===== src/rtl/irqagg_pkg.sv =====
package irqagg_pkg;

    // Register offsets; software decodes these, so they are fixed.
    localparam logic [7:0] OFS_STICKY = 8'h10;
    localparam logic [7:0] OFS_EN     = 8'h18;
    localparam logic [7:0] OFS_EN_CLR = 8'h1C;
    localparam logic [7:0] OFS_EN_SET = 8'h20;
    localparam logic [7:0] OFS_IDENT  = 8'h38;
    localparam logic [7:0] OFS_TRIG0  = 8'h5C;
    localparam logic [7:0] OFS_TRIG1  = 8'h60;

    // Mode is {trig1 bit, trig0 bit}
    typedef enum logic [1:0] {
        TRIG_LEVEL = 2'b00,
        TRIG_RISE  = 2'b01,
        TRIG_FALL  = 2'b10,
        TRIG_BOTH  = 2'b11
    } trig_mode_e;

    function automatic logic pick_event(input logic [1:0] mode,
                                        input logic now_v,
                                        input logic before_v);
        logic ev;
        case (trig_mode_e'(mode))
            TRIG_LEVEL: ev = now_v;
            TRIG_RISE:  ev = now_v & ~before_v;
            TRIG_FALL:  ev = ~now_v & before_v;
            default:    ev = now_v ^ before_v;
        endcase
        return ev;
    endfunction

endpackage


===== src/rtl/irqagg_capture.sv =====
module irqagg_capture
    import irqagg_pkg::*;
#(
    parameter int unsigned NSRC = 24
) (
    input  logic            clk_i,
    input  logic            rst_ni,
    input  logic [NSRC-1:0] src_i,
    input  logic [NSRC-1:0] trig0_i,
    input  logic [NSRC-1:0] trig1_i,
    output logic [NSRC-1:0] evt_o
);

    typedef struct packed {
        logic [NSRC-1:0] prev;
    } cap_state_t;

    cap_state_t cap_d, cap_q;

    always_comb begin
        cap_d      = cap_q;
        cap_d.prev = src_i;
    end

    always_ff @(posedge clk_i or negedge rst_ni) begin
        if (!rst_ni) begin
            cap_q <= '0;
        end else begin
            cap_q <= cap_d;
        end
    end

    for (genvar g = 0; g < NSRC; g++) begin : g_src
        assign evt_o[g] = pick_event({trig1_i[g], trig0_i[g]}, src_i[g], cap_q.prev[g]);
    end

    // an input that did not change and is low makes no event in any mode
    no_evt_quiet_chk: assert property (@(posedge clk_i) disable iff (!rst_ni)
        ((src_i == '0) && (cap_q.prev == '0)) |-> (evt_o == '0));

endmodule


===== src/rtl/irqagg_regs.sv =====
module irqagg_regs
    import irqagg_pkg::*;
#(
    parameter int unsigned NSRC   = 24,
    parameter int unsigned ADDR_W = 8,
    parameter int unsigned DATA_W = 32
) (
    input  logic              clk_i,
    input  logic              rst_ni,
    input  logic              bus_en_i,
    input  logic              bus_we_i,
    input  logic [ADDR_W-1:0] bus_addr_i,
    input  logic [DATA_W-1:0] bus_wdata_i,
    output logic [DATA_W-1:0] bus_rdata_o,
    input  logic [NSRC-1:0]   evt_i,
    output logic [NSRC-1:0]   trig0_o,
    output logic [NSRC-1:0]   trig1_o,
    output logic              irq_o
);

    localparam int unsigned PAD_W = DATA_W - NSRC;

    typedef struct packed {
        logic [NSRC-1:0] sticky;
        logic [NSRC-1:0] en;
        logic [NSRC-1:0] trig0;
        logic [NSRC-1:0] trig1;
        logic            irq;
    } reg_state_t;

    reg_state_t st_d, st_q;

    logic            wr;
    logic [NSRC-1:0] wmask;
    logic [NSRC-1:0] ack_mask;
    logic [NSRC-1:0] ident;
    logic [NSRC-1:0] rd_val;

    assign wr    = bus_en_i & bus_we_i;
    assign wmask = bus_wdata_i[NSRC-1:0];
    assign ident = st_q.sticky & st_q.en;

    always_comb begin
        st_d     = st_q;
        ack_mask = '0;
        if (wr && (bus_addr_i == ADDR_W'(OFS_STICKY))) begin
            ack_mask = wmask;
        end
        // new capture overrides an acknowledge of the same bit
        st_d.sticky = (st_q.sticky & ~ack_mask) | evt_i;
        if (wr) begin
            case (bus_addr_i)
                ADDR_W'(OFS_EN):     st_d.en    = wmask;
                ADDR_W'(OFS_EN_CLR): st_d.en    = st_q.en & ~wmask;
                ADDR_W'(OFS_EN_SET): st_d.en    = st_q.en | wmask;
                ADDR_W'(OFS_TRIG0):  st_d.trig0 = wmask;
                ADDR_W'(OFS_TRIG1):  st_d.trig1 = wmask;
                default: ;
            endcase
        end
        st_d.irq = |ident;
    end

    always_ff @(posedge clk_i or negedge rst_ni) begin
        if (!rst_ni) begin
            st_q <= '0;
        end else begin
            st_q <= st_d;
        end
    end

    always_comb begin
        case (bus_addr_i)
            ADDR_W'(OFS_STICKY): rd_val = st_q.sticky;
            ADDR_W'(OFS_EN):     rd_val = st_q.en;
            ADDR_W'(OFS_IDENT):  rd_val = ident;
            ADDR_W'(OFS_TRIG0):  rd_val = st_q.trig0;
            ADDR_W'(OFS_TRIG1):  rd_val = st_q.trig1;
            default:             rd_val = '0;
        endcase
    end

    assign bus_rdata_o = {{PAD_W{1'b0}}, rd_val};
    assign trig0_o     = st_q.trig0;
    assign trig1_o     = st_q.trig1;
    assign irq_o       = st_q.irq;


    sticky_hold_chk: assert property (@(posedge clk_i) disable iff (!rst_ni)
        !(wr && (bus_addr_i == ADDR_W'(OFS_STICKY)))
        |=> ((st_q.sticky & $past(st_q.sticky)) == $past(st_q.sticky)));


    capture_wins_chk: assert property (@(posedge clk_i) disable iff (!rst_ni)
        (|evt_i) |=> ((st_q.sticky & $past(evt_i)) == $past(evt_i)));


    set_alias_chk: assert property (@(posedge clk_i) disable iff (!rst_ni)
        (wr && (bus_addr_i == ADDR_W'(OFS_EN_SET)))
        |=> ((st_q.en & $past(wmask)) == $past(wmask)));


    clr_alias_chk: assert property (@(posedge clk_i) disable iff (!rst_ni)
        (wr && (bus_addr_i == ADDR_W'(OFS_EN_CLR)))
        |=> ((st_q.en & $past(wmask)) == '0));


    irq_rise_chk: assert property (@(posedge clk_i) disable iff (!rst_ni)
        (|ident) |=> irq_o);


    irq_low_chk: assert property (@(posedge clk_i) disable iff (!rst_ni)
        !(|ident) |=> !irq_o);

endmodule


===== src/rtl/irqagg_ctrl.sv =====
module irqagg_ctrl
    import irqagg_pkg::*;
#(
    parameter int unsigned NSRC   = 24,
    parameter int unsigned ADDR_W = 8,
    parameter int unsigned DATA_W = 32
) (
    input  logic              clk_i,
    input  logic              rst_ni,
    input  logic [NSRC-1:0]   src_i,
    input  logic              bus_en_i,
    input  logic              bus_we_i,
    input  logic [ADDR_W-1:0] bus_addr_i,
    input  logic [DATA_W-1:0] bus_wdata_i,
    output logic [DATA_W-1:0] bus_rdata_o,
    output logic              irq_o
);

    logic [NSRC-1:0] evt;
    logic [NSRC-1:0] trig0;
    logic [NSRC-1:0] trig1;

    irqagg_capture #(
        .NSRC (NSRC)
    ) u_capture (
        .clk_i   (clk_i),
        .rst_ni  (rst_ni),
        .src_i   (src_i),
        .trig0_i (trig0),
        .trig1_i (trig1),
        .evt_o   (evt)
    );

    irqagg_regs #(
        .NSRC   (NSRC),
        .ADDR_W (ADDR_W),
        .DATA_W (DATA_W)
    ) u_regs (
        .clk_i       (clk_i),
        .rst_ni      (rst_ni),
        .bus_en_i    (bus_en_i),
        .bus_we_i    (bus_we_i),
        .bus_addr_i  (bus_addr_i),
        .bus_wdata_i (bus_wdata_i),
        .bus_rdata_o (bus_rdata_o),
        .evt_i       (evt),
        .trig0_o     (trig0),
        .trig1_o     (trig1),
        .irq_o       (irq_o)
    );


    upper_zero_chk: assert property (@(posedge clk_i) disable iff (!rst_ni)
        bus_rdata_o[DATA_W-1:NSRC] == '0);

endmodule


===== config.mk =====
export PLATFORM = sky130hd
export DESIGN_NAME = irqagg_ctrl
export DESIGN_NICKNAME = d
export VERILOG_FILES = /design/src/rtl/irqagg_pkg.sv /design/src/rtl/irqagg_capture.sv /design/src/rtl/irqagg_regs.sv /design/src/rtl/irqagg_ctrl.sv
export SDC_FILE = /design/constraint.sdc
export NUM_CORES = 1
export LEC_CHECK = 0
export CORE_UTILIZATION = 45
export DETAILED_ROUTE_END_ITERATION = 8
export GPL_ROUTABILITY_DRIVEN = 0
export PLACE_DENSITY_LB_ADDON = 0.25
export SLEW_MARGIN = 15
export SYNTH_ARGS = -nofsm -noshare
export SYNTH_HDL_FRONTEND = slang
export SYNTH_SLANG_ARGS = --single-unit

===== constraint.sdc =====
create_clock -name clk_i -period 3.9 [get_ports clk_i]
set_input_delay 0.585 -clock clk_i [delete_from_list [all_inputs] [get_ports clk_i]]
set_output_delay 0.585 -clock clk_i [all_outputs]
set_load 0.05 [all_outputs]

* Yosys cells after proc, flatten, opt, wreduce, memory -nomap -nowiden
Index checks and enable logic that the tools add are counted.
Storage, ports and cells: register bits after elaboration 121, output and inout bits 33, word-level logic and storage cells 246
Operators by class: eq/ne operators 55, mux-type cells 27, bitwise gates (word level) 128, reductions and logical operators 30
Operators by type and width (count):
- $pmux W24 S5 | 1
- $and A24 B24 Y24 | 3
- $pmux W1 S3 | 24
- $pmux W24 S3 | 1
- $and A1 B1 Y1 | 49
- $eq A2 B1 Y1 const B | 24
- $eq A2 B2 Y1 const B | 24
- $logic_not A2 Y1 | 24
- $not A1 Y1 | 48
- $not A24 Y24 | 2
- $or A24 B24 Y24 | 2
- $eq A8 B5 Y1 const B | 3
- $mux W24 | 1
- $reduce_or A24 Y1 | 1
- $xor A1 B1 Y1 | 24
- $eq A8 B6 Y1 const B | 2
- $eq A8 B7 Y1 const B | 2
- $reduce_and A2 Y1 | 3
- $reduce_bool A3 Y1 | 1
- $logic_and A1 B1 Y1 | 1

* Logic depth before layout (Yosys ltp)
Gate-level depths: netlist of the first run.
word-level depth 6, depth in mapped cells 6, gate-level depth less buffers 5

* Modules after synthesis
From an unflattened synthesis of the first run, not the netlist that was laid out.
Unflattened totals: cell total of the unflattened synthesis 682, area, all modules 7324.5 um^2
Modules (own cells, without submodules):
- irqagg_regs | times used 1, cells an instance 514, area an instance 5312.6 um^2
- irqagg_capture | times used 1, cells an instance 168, area an instance 2011.9 um^2

* Worst setup path before layout of the first run
OpenSTA, ideal clock, no wires.
kind input port to output port, start point input port bus_addr_i[3], end point output port bus_rdata_o[11], arrival time 2522 ps, required time 3315 ps, setup slack 793 ps, stages 6, buffers on the path 2, cell sequence buf_4 -> buf_1 -> mux2i_1 -> nor2_1 -> a31oi_1 -> o21ai_0
Between the ends: longest elaborated chain between the ends 2
Ends and longest elaborated chain:
- from (decl) | line irqagg_ctrl.sv:13 | input logic [ADDR_W-1:0] bus_addr_i,
- $eq A8 B7 Y1 (tied with other cells) | line irqagg_regs.sv:73 | case (bus_addr_i)
- $pmux W24 S5 (*) | line irqagg_regs.sv:73
- to (decl) | line irqagg_ctrl.sv:15 | output logic [DATA_W-1:0] bus_rdata_o,
Mark *: on every way between the ends. The rest lies on a longest branch, timed or not.

* Final worst setup path of the first run
start point input port bus_addr_i[7], end point output port bus_rdata_o[9]
The elaborated chain is that of the path after synthesis.

==> results of run 1 <==
==> where the power goes <==
part | internal, mW | total, mW | switching, mW
sequential | 1.30 | 1.34 | 0.0399
clock | 0.881 | 1.40 | 0.520
combinational | 0.151 | 0.351 | 0.200
total | 2.33 | 3.09 | 0.760
==> cell type report <==
cell class	instances	area, um^2	area share (%)
multi-input combinational	454	3550	40.5
clock buffer	26	509	5.81
timing repair buffer	107	1250	14.3
clock inverter	3	15.0	0.171
tap	184	230	2.63
sequential	121	3030	34.5
inverter	49	184	2.10
==> registers in the layout, summed over array words and instances, names as in the netlist <==
register         cells
u_capture.cap_q     24
u_regs.trig1_o      24
u_regs.trig0_o      24
u_regs.irq_o         1
u_regs.st_q         48
==> through the flow <==
stage / power, mW / setup slack (ns)
after detailed placement: 1.71 / 0.357
after CTS: 3.11 / 0.340
final: 3.09 / 0.343
after global routing: 3.21 / 0.204
after global placement: 1.69 / 0.330
after floorplan: 1.53 / 0.793
==> per-layer routing <==
layer / share of wire [%] / GRT usage (%)
met1: 42 / 31.0
met2: 49 / 40.9
met3: 6.4 / 5.01
met4: 2.6 / 11.2
met5: 0 / 0
==> worst max path at each step <==
stage,start,cells after the start,endpoint
2_1_floorplan,bus_addr_i[3],6,bus_rdata_o[11]
3_3_place_gp,bus_addr_i[7],7,bus_rdata_o[17]
3_5_place_dp,bus_addr_i[7],7,bus_rdata_o[17]
4_1_cts,bus_addr_i[7],7,bus_rdata_o[17]
5_1_grt,bus_addr_i[7],7,bus_rdata_o[1]
6_report,bus_addr_i[7],7,bus_rdata_o[9]
==> kinds of logic (layout without fill, tap and decap cells) <==
| family | Yosys count | count (layout) | share of synthesized area (%) |
|---|---|---|---|
| buffers and inverters | 86 | 185 | 5.92 |
| DFF | 121 | 121 | 43.7 |
| muxes | 82 | 82 | 12.7 |
| and+or+nand+nor | 146 | 146 | 9.97 |
| other | 1 | 8 | 0.0541 |
| AOI/OAI and AO/OA | 170 | 170 | 19.0 |
| adders and majority gates | 48 | 48 | 8.67 |
==> placed cells by master, fill, tap and decap left out, drive strengths merged, types with 3 or more instances in the layout <==
cell type	count
nand2	41
a221oi	5
mux2	48
conb	8
a22oi	24
clkinv	3
mux2i	34
clkdlybuf4s50	59
buf	48
o31ai	24
a22o	29
and3	12
a31oi	11
nor2	60
o211ai	14
nor3	5
a221o	25
nand3	14
ha	48
inv	49
clkbuf	26
dfrtp	121
o21ai	9
a21oi	24
==> qor.csv, run 1 <==
stage;metric;value;unit
sta;RSZ-0062 raised after global routing;no;
floorplan;area of the core;0.0148;mm^2
hold_path;Hold Crit Class;in -> async;
floorplan;I/O Pins;101;
sta;Least-Margin Pin Slew;0.845;ns
yosys;most frequent cells after synthesis;dfrtp_1 (121), nor2_1 (60), inv_1 (49);
final_layout;post-layout util;59.4;%
final_layout;ant diodes;0;
yosys;Netlist cell types;43;
setup_path;CP cell instances;clkdlybuf4s50_1 -> nand2b_1 -> nor3_2 -> buf_4 -> a22oi_1 -> o21ai_0 -> buf_12;
setup_path;crit path buf inv count;3;
placed_design;dpl cell area;0.00825;mm^2
floorplan;# rows;44;
grt;global-route wire length before repair;30400;um
final_layout;NumNets Final;866;
setup_path;reg2reg start;u_regs.st_q[77]$_DFF_PN0_;
final_layout;Layout Cells excl Fill;944;
setup_path;R2R depth;4;
setup_path;CP Launch Type;primary input;
cts;PostCTS Resize Cnt;0;
cts;Sink Count;121;
setup_path;critical setup path kind;in -> out;
route;1st-pass router iterations;5;
route;final wirelength;18400;um
sta;Fmax;0.281;GHz
yosys;Area contributors post-synth;dfrtp_1 (44%), ha_1 (8.7%), mux2_2 (7.8%), mux2i_1 (4.9%), a22o_1 (3.7%);
sta;final period utilization;91.2;%
final_layout;fill count;1255;
sta;Hold WS;0.256;ns
setup_path;CP peak stage delay;0.63;ns
yosys;sequential fraction of the synthesis area;43.7;%
yosys;Synth Register Bits;121;
floorplan;Die W;126;um
sta;fin. max-slew vios;0;
sta;Total Neg Setup Slack;0;ns
yosys;Post-synth EDFFs;0;
cts;H-tree depth;4;
cts;TritonCTS Buffers;17;
cts;clk slew on worst S/H paths;0.05;ns
yosys;ys flop type;dfrtp_1;
yosys;YS warnings;0;
setup_path;slowest CP cell;nor3_2;
final_layout;Syn-to-layout area delta;26.6;%
route;Detail Route Antenna Nets;0;
cts;Post-CTS Setup Repair Bufs;0;
route;vias per inst;6.00;
pwr;PwrDens;353;mW/mm^2
grt;grt total ovfl;0;
setup_path;r2r setup slk;2.34;ns
sta;Tmin final;3.56;ns
cts;clock buffer depth;2;
grt;largest net degree at the start of global routing;64;
grt;antenna violations before repair;0;
setup_path;CP delay by family, top;buffers and inverters;
yosys;largest area contributor in the netlist;dfrtp_1;
route;initial drt markers;357;
yosys;synthesized area;0.00693;mm^2
setup_path;CP Capture Type;output port;
final_layout;share of layout cells above drive strength 1;17.8;%
route;total number of vias;5665;
pwr;Leakage Power;3.94;nW
grt;GRT Overall Usage;24.7;%
sta;Worst Skew;0.00640;ns
job;Max Cap Violations;0;
sta;final setup fails;0;
route;Residual DRC;0;
floorplan;Die Y;126;um
sta;max_slew headroom;43.2;%
status;outcome;completed;
cts;clock latency on the worst-skew pair;0.42;ns
placed_design;I/O Buffers;84;
yosys;Avg Cell Area, Syn;10.6;um^2
floorplan;die area;0.0159;mm^2
grt;vias in the first global route;5829;
final_layout;fin area;0.00877;mm^2
placed_design;Placed Cells;915;
placed_design;hpwl dp;12500;um
cts;cts-stage hold buffer count;0;
yosys;top-count cell post-synth;dfrtp_1;
yosys;top cell type's share of synthesized area;43.7;%
setup_path;FF-to-FF End;u_regs.irq_o$_DFF_PN0_;
setup_path;crit-path max FO;17;
cts;CTS tree;yes;
yosys;Async SR Flop Fraction;100;%
yosys;Gate Count Post-Synth;654;
setup_path;Worst Path Required;3.31;ns
pwr;maximum vdd drop;0.000328;V
floorplan;Initial Util;47.0;%
cts;CTS root buffer;clkbuf_16;
route;WL per Instance;19.5;um
sta;final hold vios;0;
setup_path;Data arrival, critical path;2.97;ns
No activity file was read; power rests on OpenSTA's default activity.
==> run 2: changes to the inputs <==
- CTS_CLUSTER_SIZE: unset -> 24
==> results of run 2 <==
Final layout, timing and power as in run 1 (identical DEF).
==> run 3: changes to the inputs <==
- SYNTH_HIERARCHICAL: unset -> 1
==> run 3 against run 2 <==
Synthesized cell count up 4.3%. Die area rose by 5.6%. Maximum frequency decreased by 1.2%. Final cell count is 0.42% higher. Register-to-register slack improved by 0.09 ns. Total power rose by 7.3%. First-iteration DRC count is 52% higher. Clock power rose by 16%. Design area up 1.3%. Sequential power about the same. Area after synthesis rose by 5.7%.
==> qor.csv, run 3 <==
stage;metric;value;unit;change
status;outcome;completed;;
setup_path;critical setup path kind;in -> out;;
yosys;post-synthesis compound-gate area fraction;16.6;%;-2.4 points
route;initial drt markers;543;;+52%
cts;CTS tree;yes;;
setup_path;Setup crit start;bus_addr_i[1];;
setup_path;CP peak stage delay;0.64;ns;about the same
placed_design;I/O Buffers;84;;unchanged
cts;Post-CTS Setup Repair Bufs;0;;unchanged
grt;vias in the first global route;5550;;-4.8%
pwr;Leakage Power;3.88;nW;-1.5%
setup_path;Worst Setup EP;bus_rdata_o[20];;
pwr;switching power;790;uW;+3.9%
sta;final period utilization;92.3;%;+1.1 points
cts;Sink Count;121;;unchanged
yosys;mux contribution to synthesized area;14.8;%;+2.0 points
grt;grt total ovfl;0;;unchanged
final_layout;NumNets Final;836;;-3.5%
yosys;Gate Count Post-Synth;682;;+4.3%
setup_path;FF-to-FF End;u_regs/st_q[84]$_DFF_PN0_;;
yosys;Area contributors post-synth;dfrtp_1 (41%), ha_1 (8.2%), mux2_2 (7.4%), mux4_2 (7.4%), buf_4 (5.7%);;
final_layout;ant diodes;0;;unchanged
sta;Least-Margin Pin Slew;0.809;ns;-0.0358 ns
yosys;Async SR Flop Fraction;100;%;unchanged
grt;largest net degree at the start of global routing;121;;+89%
route;total number of vias;5450;;-3.8%
route;Detail Route Antenna Nets;0;;unchanged
pwr;Comb pwr share;10.5;%;-0.8 points
floorplan;Initial Util;46.1;%;-0.85 points
cts;clock latency on the worst-skew pair;0.42;ns;about the same
final_layout;Top reg by flops;u_regs/st_q;;
sta;Fmax;0.278;GHz;-1.2%
pwr;maximum vdd drop;0.000326;V;-0.77%
route;WL per Instance;19.2;um;-1.1%
setup_path;slowest CP cell;nor4b_1;;
grt;GRT Overall Usage;23.2;%;-1.5 points
sta;max_slew headroom;46.0;%;+2.8 points
sta;Worst Skew;0.00675;ns;+0.000348 ns
final_layout;commonest non-fill, non-tap cell in the layout;dfrtp_1;;
yosys;ys flop type;dfrtp_1;;
cts;CTS root buffer;clkbuf_16;;
placed_design;placement-stage worst setup slack;0.261;ns;-0.0959 ns
sta;PnR worst setup slack;0.301;ns;-0.0417 ns
route;final wirelength;18200;um;-0.71%
setup_path;Worst Path Required;3.31;ns;about the same
final_layout;Layout Cells excl Fill;948;;+0.42%
yosys;main combinational cell family by area after synthesis;compound AO/OA/AOI/OAI gates;;
cts;TritonCTS Buffers;17;;unchanged
route;1st-pass router iterations;5;;unchanged
pwr;sw frac;23.8;%;-0.77 points
setup_path;r2r setup slk;2.43;ns;+0.09 ns
yosys;XOR/XNOR Fraction of Synth Area;0;%;unchanged
pwr;total internal power;2.53;mW;+8.4%
pwr;Design Power;3.32;mW;+7.3%
final_layout;share of layout cells above drive strength 1;20.2;%;+2.5 points
yosys;Post-Synth Adder-Cell Area;8.20;%;-0.47 points
yosys;most frequent cells after synthesis;dfrtp_1 (121), inv_1 (83), buf_4 (56);;
floorplan;Die Y;130;um;+2.8%
setup_path;crit-path max FO;14;;-3
setup_path;reg2reg start;u_capture/cap_q[11]$_DFF_PN0_;;
setup_path;Data arrival, critical path;3.01;ns;+0.04 ns
yosys;post-synthesis simple-gate area fraction;7.11;%;-2.9 points
setup_path;CP cell instances;clkdlybuf4s50_1 -> nor4b_1 -> nand2_1 -> o21ai_0 -> a221o_1 -> buf_12;;
floorplan;Die W;130;um;+2.8%
cts;clock buffer depth;2;;unchanged
cts;H-tree depth;4;;unchanged
floorplan;I/O Pins;101;;unchanged
placed_design;dpl cell area;0.00827;mm^2;+0.27%
sta;RSZ-0062 raised after global routing;no;;
pwr;Clock Power Share;48.8;%;+3.5 points
cts;clk slew on worst S/H paths;0.05;ns;about the same
setup_path;CP Capture Type;output port;;
hold_path;Hold Crit Class;in -> async;;
placed_design;hpwl dp;12200;um;-2.6%
sta;Total Neg Setup Slack;0;ns;unchanged
placed_design;Placed Cells;916;;+0.11%
sta;fin. max-slew vios;0;;unchanged
final_layout;Syn-to-layout area delta;21.3;%;
final_layout;most frequent cells in the layout;dfrtp_1 (121), inv_1 (83), clkdlybuf4s50_1 (59);;
setup_path;CP Launch Type;primary input;;
floorplan;# rows;46;;+4.5%
yosys;largest area contributor in the netlist;dfrtp_1;;
grt;antenna violations before repair;0;;unchanged
pwr;PwrDens;373;mW/mm^2;+5.9%
job;Max Cap Violations;0;;unchanged
route;Residual DRC;0;;unchanged
yosys;Synth Register Bits;121;;unchanged
setup_path;R2R depth;4;;unchanged
final_layout;Largest register FFs;48;;unchanged
yosys;top-count cell post-synth;dfrtp_1;;
yosys;top cell type's share of synthesized area;41.3;%;-2.4 points
sta;final setup fails;0;;unchanged
floorplan;die area;0.0168;mm^2;+5.6%
final_layout;fin area;0.00888;mm^2;+1.3%
pwr;sequential power share;40.6;%;-2.7 points
sta;final hold vios;0;;unchanged
grt;global-route wire length before repair;29100;um;-4.2%
yosys;Post-synth EDFFs;0;;unchanged
yosys;YS warnings;6;;+6
yosys;synthesized area;0.00732;mm^2;+5.7%
yosys;Netlist cell types;39;;-9.3%
sta;Tmin final;3.60;ns;+0.0417 ns
floorplan;area of the core;0.0159;mm^2;+7.7%
route;vias per inst;5.75;;-4.2%
yosys;Avg Cell Area, Syn;10.7;um^2;+1.4%
yosys;sequential fraction of the synthesis area;41.3;%;-2.4 points
==> run 3: changes by cell type in the layout (fill, tap and decap cells not counted), moves of 14 or more <==
cell / delta
mux4_2: +24
inv_1: +34
o21ai_0: +30
a21o_1: +24
o31ai_1: -24
nor2_1: -59
a22o_1: -28
mux2i_1: -34
nand2b_1: +14
==> run 3: layer usage <==
layer / vias up / wire (um) / GRT usage (%)
met3: 12 / 1030 / 5.16
met5: - / 0 / 0
met4: 0 / 177 / 7.25
met1: 2782 / 8030 / 30.5
li1: 2466 / - / -
met2: 190 / 9000 / 38.2
==> run 3: area by class of cell <==
class,instances,area (um^2)
fillers,1364,7000
multi-input cells,397,3450
flip-flops and latches,121,3030
repair buffers,100,1210
clock buffers,22,484
inverters,83,312
well taps,216,270
clock inverters,9,120
==> run 3: worst max-delay path: cells and delay by family <==
family          cells  cell delay [ns]
simple gates        2             1.17
buf+inv             2             0.61
compound gates      2             0.64
==> run 3: worst min path at each step <==
stage / from / end / cells after the start
after floorplan: rst_ni / u_capture/cap_q[0]$_DFF_PN0_ / 0
after global placement: rst_ni / u_capture/cap_q[7]$_DFF_PN0_ / 1
after detailed placement: rst_ni / u_capture/cap_q[7]$_DFF_PN0_ / 1
after CTS: rst_ni / u_capture/cap_q[7]$_DFF_PN0_ / 2
after global routing: rst_ni / u_capture/cap_q[7]$_DFF_PN0_ / 2
final: rst_ni / u_capture/cap_q[7]$_DFF_PN0_ / 2
==> run 3: cell families (layout without fill, tap and decap cells) <==
logic type | after synthesis | count (layout)
other | 1 | 8
and+or+nand+nor | 100 | 100
DFF | 121 | 121
muxes | 72 | 72
buffers and inverters | 171 | 214
AOI/OAI and AO/OA | 169 | 169
adders and majority gates | 48 | 48
==> run 3: metrics by stage <==
step	util [%]	hold WS, ns
3_3_place_gp	52.0	0.378
5_1_grt	55.9	0.490
4_1_cts	55.9	0.485
6_report	55.9	0.501
3_5_place_dp	52.0	0.377
2_1_floorplan	-	0.289
==> run 3: repair_timing <==
action / CTS / global route
resized for setup: 0 / 0
hold endpoints to repair: 1 / 0
hold buffers: 1 / 0
==> run 3: power groups by stage <==
stage	Sequential [mW]	Combinational, mW	Clock [mW]
after floorplan	1.37	0.187	0
after CTS	1.35	0.353	1.65
after global placement	1.36	0.335	0
after global routing	1.35	0.387	1.71
after detailed placement	1.37	0.350	0
final	1.35	0.349	1.62
